## config.mk

```make
export PLATFORM = sky130hd
export DESIGN_NAME = swirq_pend_ctrl
export DESIGN_NICKNAME = d
export VERILOG_FILES = /design/src/rtl/swirq_pkg.sv /design/src/rtl/swirq_arb.sv /design/src/rtl/swirq_regs.sv /design/src/rtl/swirq_req_eval.sv /design/src/rtl/swirq_pend_ctrl.sv
export SDC_FILE = /design/constraint.sdc
export NUM_CORES = 1
export LEC_CHECK = 0
export BUFFER_PORTS_ARGS = -buffer_cell sky130_fd_sc_hd__buf_4
export CAP_MARGIN = 10
export CORE_ASPECT_RATIO = 1.75
export CORE_MARGIN = 5
export CORE_UTILIZATION = 44
export CTS_CLUSTER_DIAMETER = 120
export DETAILED_ROUTE_END_ITERATION = 7
export GPL_ROUTABILITY_DRIVEN = 0
export PLACE_DENSITY = 0.78
export SLEW_MARGIN = 25
export SYNTH_ARGS = -nofsm -noshare
export SYNTH_HDL_FRONTEND = slang
export SYNTH_SLANG_ARGS = --single-unit
```

## constraint.sdc

```tcl
create_clock -name clk -period 1.45 [get_ports clk]
set_input_delay 0.29 -clock clk [delete_from_list [all_inputs] [get_ports clk]]
set_output_delay 0.29 -clock clk [all_outputs]
set_load 0.1 [all_outputs]
```

## src/rtl/swirq_pkg.sv

```systemverilog
package swirq_pkg;
    localparam int unsigned SWIRQ_W     = 17;
    localparam int unsigned SWIRQ_LVL_W = 4;
    localparam int unsigned SWIRQ_GATE  = 14;

    typedef enum logic {
        ARB_FAVOR_SET = 1'b0,
        ARB_FAVOR_CLR = 1'b1
    } arb_state_e;
endpackage

```

## src/rtl/swirq_arb.sv

```systemverilog
module swirq_arb
    import swirq_pkg::*;
(
    input  logic clk,
    input  logic rst_n,
    input  logic dir_we,
    input  logic set_valid,
    input  logic clr_valid,
    output logic set_ready,
    output logic clr_ready
);
    arb_state_e state_q, state_d;
    logic       contest;

    assign contest = set_valid && clr_valid && !dir_we;

    always_comb begin
        state_d = state_q;
        unique case (state_q)
            ARB_FAVOR_SET: if (contest) state_d = ARB_FAVOR_CLR;
            ARB_FAVOR_CLR: if (contest) state_d = ARB_FAVOR_SET;
            default:       state_d = ARB_FAVOR_SET;
        endcase
    end

    always_ff @(posedge clk) begin
        if (!rst_n) state_q <= ARB_FAVOR_SET;
        else        state_q <= state_d;
    end

    always_comb begin
        set_ready = 1'b0;
        clr_ready = 1'b0;
        unique case (state_q)
            ARB_FAVOR_SET: begin
                set_ready = !dir_we;
                clr_ready = !dir_we && !set_valid;
            end
            ARB_FAVOR_CLR: begin
                set_ready = !dir_we && !clr_valid;
                clr_ready = !dir_we;
            end
            default: ;
        endcase
    end


    one_grant_chk: assert property (@(posedge clk) disable iff (!rst_n)
        contest |-> $onehot({set_ready, clr_ready}));

    alternate_chk: assert property (@(posedge clk) disable iff (!rst_n)
        (contest && set_ready) |=> (!contest || clr_ready));

    direct_block_chk: assert property (@(posedge clk) disable iff (!rst_n)
        dir_we |-> (!set_ready && !clr_ready));

    lone_ok_chk: assert property (@(posedge clk) disable iff (!rst_n)
        (!dir_we && (set_valid != clr_valid)) |-> (set_ready || clr_ready));
endmodule

```

## src/rtl/swirq_regs.sv

```systemverilog
module swirq_regs #(
    parameter int unsigned W  = 17,
    parameter int unsigned LW = 4
) (
    input  logic          clk,
    input  logic          rst_n,
    input  logic          dir_we,
    input  logic [W-1:0]  dir_data,
    input  logic          set_fire,
    input  logic [W-1:0]  set_data,
    input  logic          clr_fire,
    input  logic [W-1:0]  clr_data,
    input  logic          pil_we,
    input  logic [LW-1:0] pil_data,
    output logic [W-1:0]  soft_q,
    output logic [LW-1:0] pil_q,
    output logic [W-1:0]  soft_nxt,
    output logic [LW-1:0] pil_nxt
);
    always_comb begin
        soft_nxt = soft_q;
        if (dir_we)        soft_nxt = dir_data;
        else if (set_fire) soft_nxt = soft_q | set_data;
        else if (clr_fire) soft_nxt = soft_q & ~clr_data;
        pil_nxt = pil_we ? pil_data : pil_q;
    end

    always_ff @(posedge clk) begin
        if (!rst_n) begin
            soft_q <= '0;
            pil_q  <= '0;
        end else begin
            soft_q <= soft_nxt;
            pil_q  <= pil_nxt;
        end
    end


    set_or_chk: assert property (@(posedge clk) disable iff (!rst_n)
        (set_fire && !dir_we) |=> soft_q == ($past(soft_q) | $past(set_data)));

    clr_andn_chk: assert property (@(posedge clk) disable iff (!rst_n)
        (clr_fire && !dir_we) |=> soft_q == ($past(soft_q) & ~$past(clr_data)));

    direct_load_chk: assert property (@(posedge clk) disable iff (!rst_n)
        dir_we |=> soft_q == $past(dir_data));
endmodule

```

## src/rtl/swirq_req_eval.sv

```systemverilog
module swirq_req_eval #(
    parameter int unsigned W    = 17,
    parameter int unsigned LW   = 4,
    parameter int unsigned GATE = 14
) (
    input  logic          clk,
    input  logic          rst_n,
    input  logic [W-1:0]  soft_nxt,
    input  logic [LW-1:0] pil_nxt,
    output logic [W-1:0]  req_q
);
    localparam logic [LW-1:0] GATE_V = GATE[LW-1:0];

    logic [W-1:0] req_d;
    logic         tick_open;

    assign tick_open = pil_nxt < GATE_V;

    assign req_d[0]   = soft_nxt[0]   && tick_open;
    assign req_d[W-1] = soft_nxt[W-1] && tick_open;

    for (genvar i = 1; i < W - 1; i++) begin : g_inner
        localparam logic [LW:0] IDX = i[LW:0];
        assign req_d[i] = soft_nxt[i] && ({1'b0, pil_nxt} < IDX);
    end

    always_ff @(posedge clk) begin
        if (!rst_n) req_q <= '0;
        else        req_q <= req_d;
    end
endmodule

```

## src/rtl/swirq_pend_ctrl.sv

```systemverilog
module swirq_pend_ctrl
    import swirq_pkg::*;
(
    input  logic                   clk,
    input  logic                   rst_n,
    input  logic                   dir_we,
    input  logic [SWIRQ_W-1:0]     dir_data,
    input  logic                   set_valid,
    input  logic [SWIRQ_W-1:0]     set_data,
    output logic                   set_ready,
    input  logic                   clr_valid,
    input  logic [SWIRQ_W-1:0]     clr_data,
    output logic                   clr_ready,
    input  logic                   pil_we,
    input  logic [SWIRQ_LVL_W-1:0] pil_data,
    output logic [SWIRQ_W-1:0]     soft_rd,
    output logic [SWIRQ_LVL_W-1:0] pil_rd,
    output logic [SWIRQ_W-1:0]     int_req
);
    localparam int unsigned TOP = SWIRQ_W - 1;
    localparam logic [SWIRQ_LVL_W-1:0] GATE_V = SWIRQ_GATE[SWIRQ_LVL_W-1:0];

    logic [SWIRQ_W-1:0]     soft_nxt;
    logic [SWIRQ_LVL_W-1:0] pil_nxt;

    swirq_arb u_arb (
        .clk       (clk),
        .rst_n     (rst_n),
        .dir_we    (dir_we),
        .set_valid (set_valid),
        .clr_valid (clr_valid),
        .set_ready (set_ready),
        .clr_ready (clr_ready)
    );

    swirq_regs #(.W(SWIRQ_W), .LW(SWIRQ_LVL_W)) u_regs (
        .clk      (clk),
        .rst_n    (rst_n),
        .dir_we   (dir_we),
        .dir_data (dir_data),
        .set_fire (set_valid && set_ready),
        .set_data (set_data),
        .clr_fire (clr_valid && clr_ready),
        .clr_data (clr_data),
        .pil_we   (pil_we),
        .pil_data (pil_data),
        .soft_q   (soft_rd),
        .pil_q    (pil_rd),
        .soft_nxt (soft_nxt),
        .pil_nxt  (pil_nxt)
    );

    swirq_req_eval #(.W(SWIRQ_W), .LW(SWIRQ_LVL_W), .GATE(SWIRQ_GATE)) u_eval (
        .clk      (clk),
        .rst_n    (rst_n),
        .soft_nxt (soft_nxt),
        .pil_nxt  (pil_nxt),
        .req_q    (int_req)
    );


    tick_hi_gate_chk: assert property (@(posedge clk) disable iff (!rst_n)
        int_req[TOP] |-> (soft_rd[TOP] && pil_rd < GATE_V));

    tick_lo_gate_chk: assert property (@(posedge clk) disable iff (!rst_n)
        int_req[0] |-> (soft_rd[0] && pil_rd < GATE_V));

    req_subset_chk: assert property (@(posedge clk) disable iff (!rst_n)
        (int_req & ~soft_rd) == '0);

    level_load_chk: assert property (@(posedge clk) disable iff (!rst_n)
        pil_we |=> pil_rd == $past(pil_data));
endmodule

```

Word-level counts from Yosys, hierarchy flattened --
Index checks and enable logic that the tools add are counted.
Storage, ports and cells: flip-flop bits (word level) 39, input port bits 61, word-level logic and storage cells 59
Cells by class: order comparisons 16, multiplexer cells 9, bitwise gates (word level) 4, reductions and logical operators 26
Operator list (count):
- 2-to-1 mux 17 bit | 3
- less-than comparator 4 bit (second input constant) | 9
- logical AND 1 bit | 23
- AND 17 bit | 1
- inverter 17 bit | 1
- OR 17 bit | 1
- less-than comparator 4 x 3 -> 1 bit (second input constant) | 4
- less-than comparator 4 x 2 -> 1 bit (second input constant) | 2
- case mux 1 bit (2 select lines) | 3
- less-than comparator 4 x 1 -> 1 bit (second input constant) | 1
- 2-to-1 mux 4 bit | 1
- logical NOT 1 bit | 3
- 2-to-1 mux 1 bit | 2
- inverter 1 bit | 1

Depth between registers and ports, before layout --
word-level depth 8, gate-level depth with buffers 6

Cells and area by module --
From an unflattened synthesis, not the netlist that was laid out.
Unflattened totals: cells, all modules 170, area total of the unflattened synthesis 1853.0 um2
Modules (own cells, without submodules):
- swirq_regs | instances 1, cells each 109, area each 1211.2 um2, sequential area each 420.4 um2
- swirq_req_eval | instances 1, cells each 51, area each 555.5 um2, sequential area each 340.3 um2
- swirq_arb | instances 1, cells each 8, area each 73.8 um2, sequential area each 20.0 um2
- swirq_pend_ctrl | instances 1, cells each 2, area each 12.5 um2, sequential area each 0.0 um2

Least setup slack after synthesis --
No wires, ideal clock.
path type input-to-output, from input port dir_we, to output port set_ready, arrival time 2164 ps, required time 1160 ps, slack -1004 ps, stages 4, path buffers 3, cell sequence buf_4 > buf_6 > buf_6 > a21oi_1
On the way: longest elaborated chain between the ends 3
RTL lines:
- start: declaration | RTL line swirq_pend_ctrl.sv:6 | input logic dir_we,
- logical NOT 1 bit (*) | RTL line swirq_arb.sv:36, swirq_arb.sv:40
- logical AND 1 bit | RTL line swirq_arb.sv:40 | set_ready = !dir_we && !clr_valid;
- case mux 1 bit (2 select lines) (*) | RTL line swirq_arb.sv:34 | unique case (state_q)
- end: declaration | RTL line swirq_pend_ctrl.sv:10 | output logic set_ready,
Every way passes the cells marked *; elsewhere a longest branch is shown, timed or not.

Worst setup path in the final report --
from register u_arb.state_q, to output port clr_ready
On the way: longest elaborated chain between the ends 2
RTL lines:
- start: declaration | RTL line swirq_arb.sv:12 | arb_state_e state_q, state_d;
- start signal: assignment | RTL line swirq_arb.sv:28 | else state_q <= state_d;
- inverter 1 bit | RTL line swirq_arb.sv:34
- case mux 1 bit (2 select lines) (*) | RTL line swirq_arb.sv:34
- end: declaration | RTL line swirq_pend_ctrl.sv:13 | output logic clr_ready,
Marked as above.

==> out/results.ini <==
[run_status]
status=finished, final reports clean

[worst_setup_path]
path_class=register to output port
critPathCaptureType=output port
critical_path_required_ns=1.16
cp_max_fo=6
rr_worst_depth=4
startpoint_type=register
arrival_ns=1.11

[cts]
cts_tree=built
cts.sinks=39
hold_buffers=0
cts_buffers=5
post-cts-setup-buffer-count=0
cts_root_buf=clkbuf_8
h-tree-depth=2
clk_pin_slew_ns=0.07
worstSkewPairLatency_ns=0.29
clockBufferDepth=2

[run]
maxCapViolations=0

[layout]
final_cell_mix=buf_4 (106), dfxtp_2 (21), dfxtp_1 (17), a2111oi_2 (16), nand3_1 (13)
utilization_pct=67.3
num_antenna_cells=0
area_growth_pct=46.8
layout_commonest_cell=buf_4
finish.cell_count_without_fillers=343
drive_gt1_share_pct=61.6
fin_area_sq_um=2990
fin_nets=352

[routing]
first_pass_iters=4
wl_um=6100
num_vias=1950
drc=0
ant_nets=0
avgViaCountPerCell=5.69
wl_per_cell_um=17.8
dr.first_iter.drc_count=47

[yosys]
yosysSeqAreaShare_pct=38.3
yosysUniqueCellTypes=39
synth_fp_nets=248
yosysWarnings=0
syn-cell-area_sq_um=2040
syn_area_per_cell_sq_um=10.9
synth_seq_cells=39
syn_inst=187

[pwr]
ir_worst_vdd_mv=0.942
power_density_nw_per_um2=1060
power_leakage_nw=1.29

[hold_path]
hold_path.class=input pin to register
hold_depth=2

[global_routing]
gr-total-overflow=0
met3_usage_pct=5.28
busiest_layer=met2
grt_max_degree=19
grt_pass1_wl_um=9580
grt.total_usage_pct=20.7
grt_util_met1_pct=21.5
antenna_found_initial=0
grt_pass1_vias=2002
gr-usage-met2_pct=37.8

[die]
fp.dieW_um=61.5
initial_core_util_pct=45.9
die-height_um=100
core_sq_um=4440
io_pins=101
row_count=32
die-area_sq_um=6150

[place]
place_area_sq_um=2900
place.port_buffers=100
dp.cells=335
dp_hpwl_um=4940

[timing]
fmax_ghz=0.713
slew_headroom_pct=69.7
rsz0062_at_grt=true
clock_skew_ns=0.00220
finalSetupViolCount=0
slew_violations=0
finalCritPeriodShare_pct=96.7
period_needed_ns=1.40
worst_pin_slew_ns=0.454
finalHoldViolCount=0

-- worst max-delay path, cell delays in order (launching register included) --
cell     delay [ns]
dfxtp_4        0.38
nor2b_4        0.21
nor2_4         0.07
buf_12         0.17
-- worst paths after layout --
check                   from               end  slack [ns]
max            u_arb.state_q         clr_ready        0.05
min              clr_data[8]  u_regs.soft_q[8]        0.19
max reg2reg    u_arb.state_q  u_eval.req_q[14]        0.14
min reg2reg  u_regs.pil_q[0]   u_regs.pil_q[0]        0.56
-- cells in the mapped netlist (all sizes together) --
library cell	number	area [sq um]
inv	5	18.8
nand2	5	23.8
o31ai	5	47.5
nor3	11	65.1
nor2	10	40.0
nor2b	2	27.5
a21oi	7	38.8
mux2	3	33.8
a211oi	12	90.1
mux2i	14	165
buf	11	108
o211ai	1	7.51
dfxtp	39	781
nand3	13	65.1
clkbuf	2	7.51
o21ai	2	10.0
a221oi	1	8.76
a2111oi	16	240
nand2b	6	45.0
nor3b	9	97.6
xor2	1	8.76
o311ai	5	43.8
a31oi	3	18.8
nand3b	3	38.8
a21boi	1	7.51
-- cells by family after synthesis --
group           synth area share [%]
xor+xnor                       0.430
simple gates                    19.8
compound gates                  25.2
flops                           38.3
buf+inv                         6.57
mux                             9.76
-- final cells by class --
cell class | count | area (sq um)
fillers | 383 | 1450
multi-input cells | 130 | 1140
repair buffers | 110 | 876
flip-flops and latches | 39 | 811
clock buffers | 7 | 76.3
well taps | 51 | 63.8
inverters | 5 | 18.8
clock inverters | 1 | 5.00
-- power breakdown --
group | leakage (nW) | switching (mW) | total, mW | internal, mW
clock | 0.0422 | 0.381 | 0.719 | 0.338
sequential | 0.330 | 0.0509 | 1.21 | 1.16
combinational | 0.922 | 0.871 | 1.24 | 0.373
total | 1.29 | 1.30 | 3.17 | 1.87
-- metal layers --
layer,routed length (um),vias to the layer above
li1,-,935
met1,2010,923
met2,3410,81
met3,525,11
met4,146,0
met5,0,-
-- state kept, by name (all words and copies together) (netlist names) --
signal and cells:
u_arb.state_q 1, u_regs.soft_q 17, u_regs.pil_q 4, u_eval.req_q 17
-- metrics by stage --
step,hold slack [ns],total power [mW],worst slack [ns],setup TNS (ns)
6_report,0.186,3.17,0.0482,0
5_1_grt,0.184,3.30,-0.00872,-0.00872
4_1_cts,0.183,3.19,0.00415,0
3_5_place_dp,0.492,2.48,0.0424,0
3_3_place_gp,0.483,2.47,0.0914,0
2_1_floorplan,0.381,2.14,-0.0451,-0.0451
-- timing repair --
item | in CTS | in global routing
resized for setup | 3 | 1
pin swaps | 0 | 2
hold endpoints to repair | 0 | 0
setup endpoints to repair | 1 | 2
(Power assumes the default switching activity.)
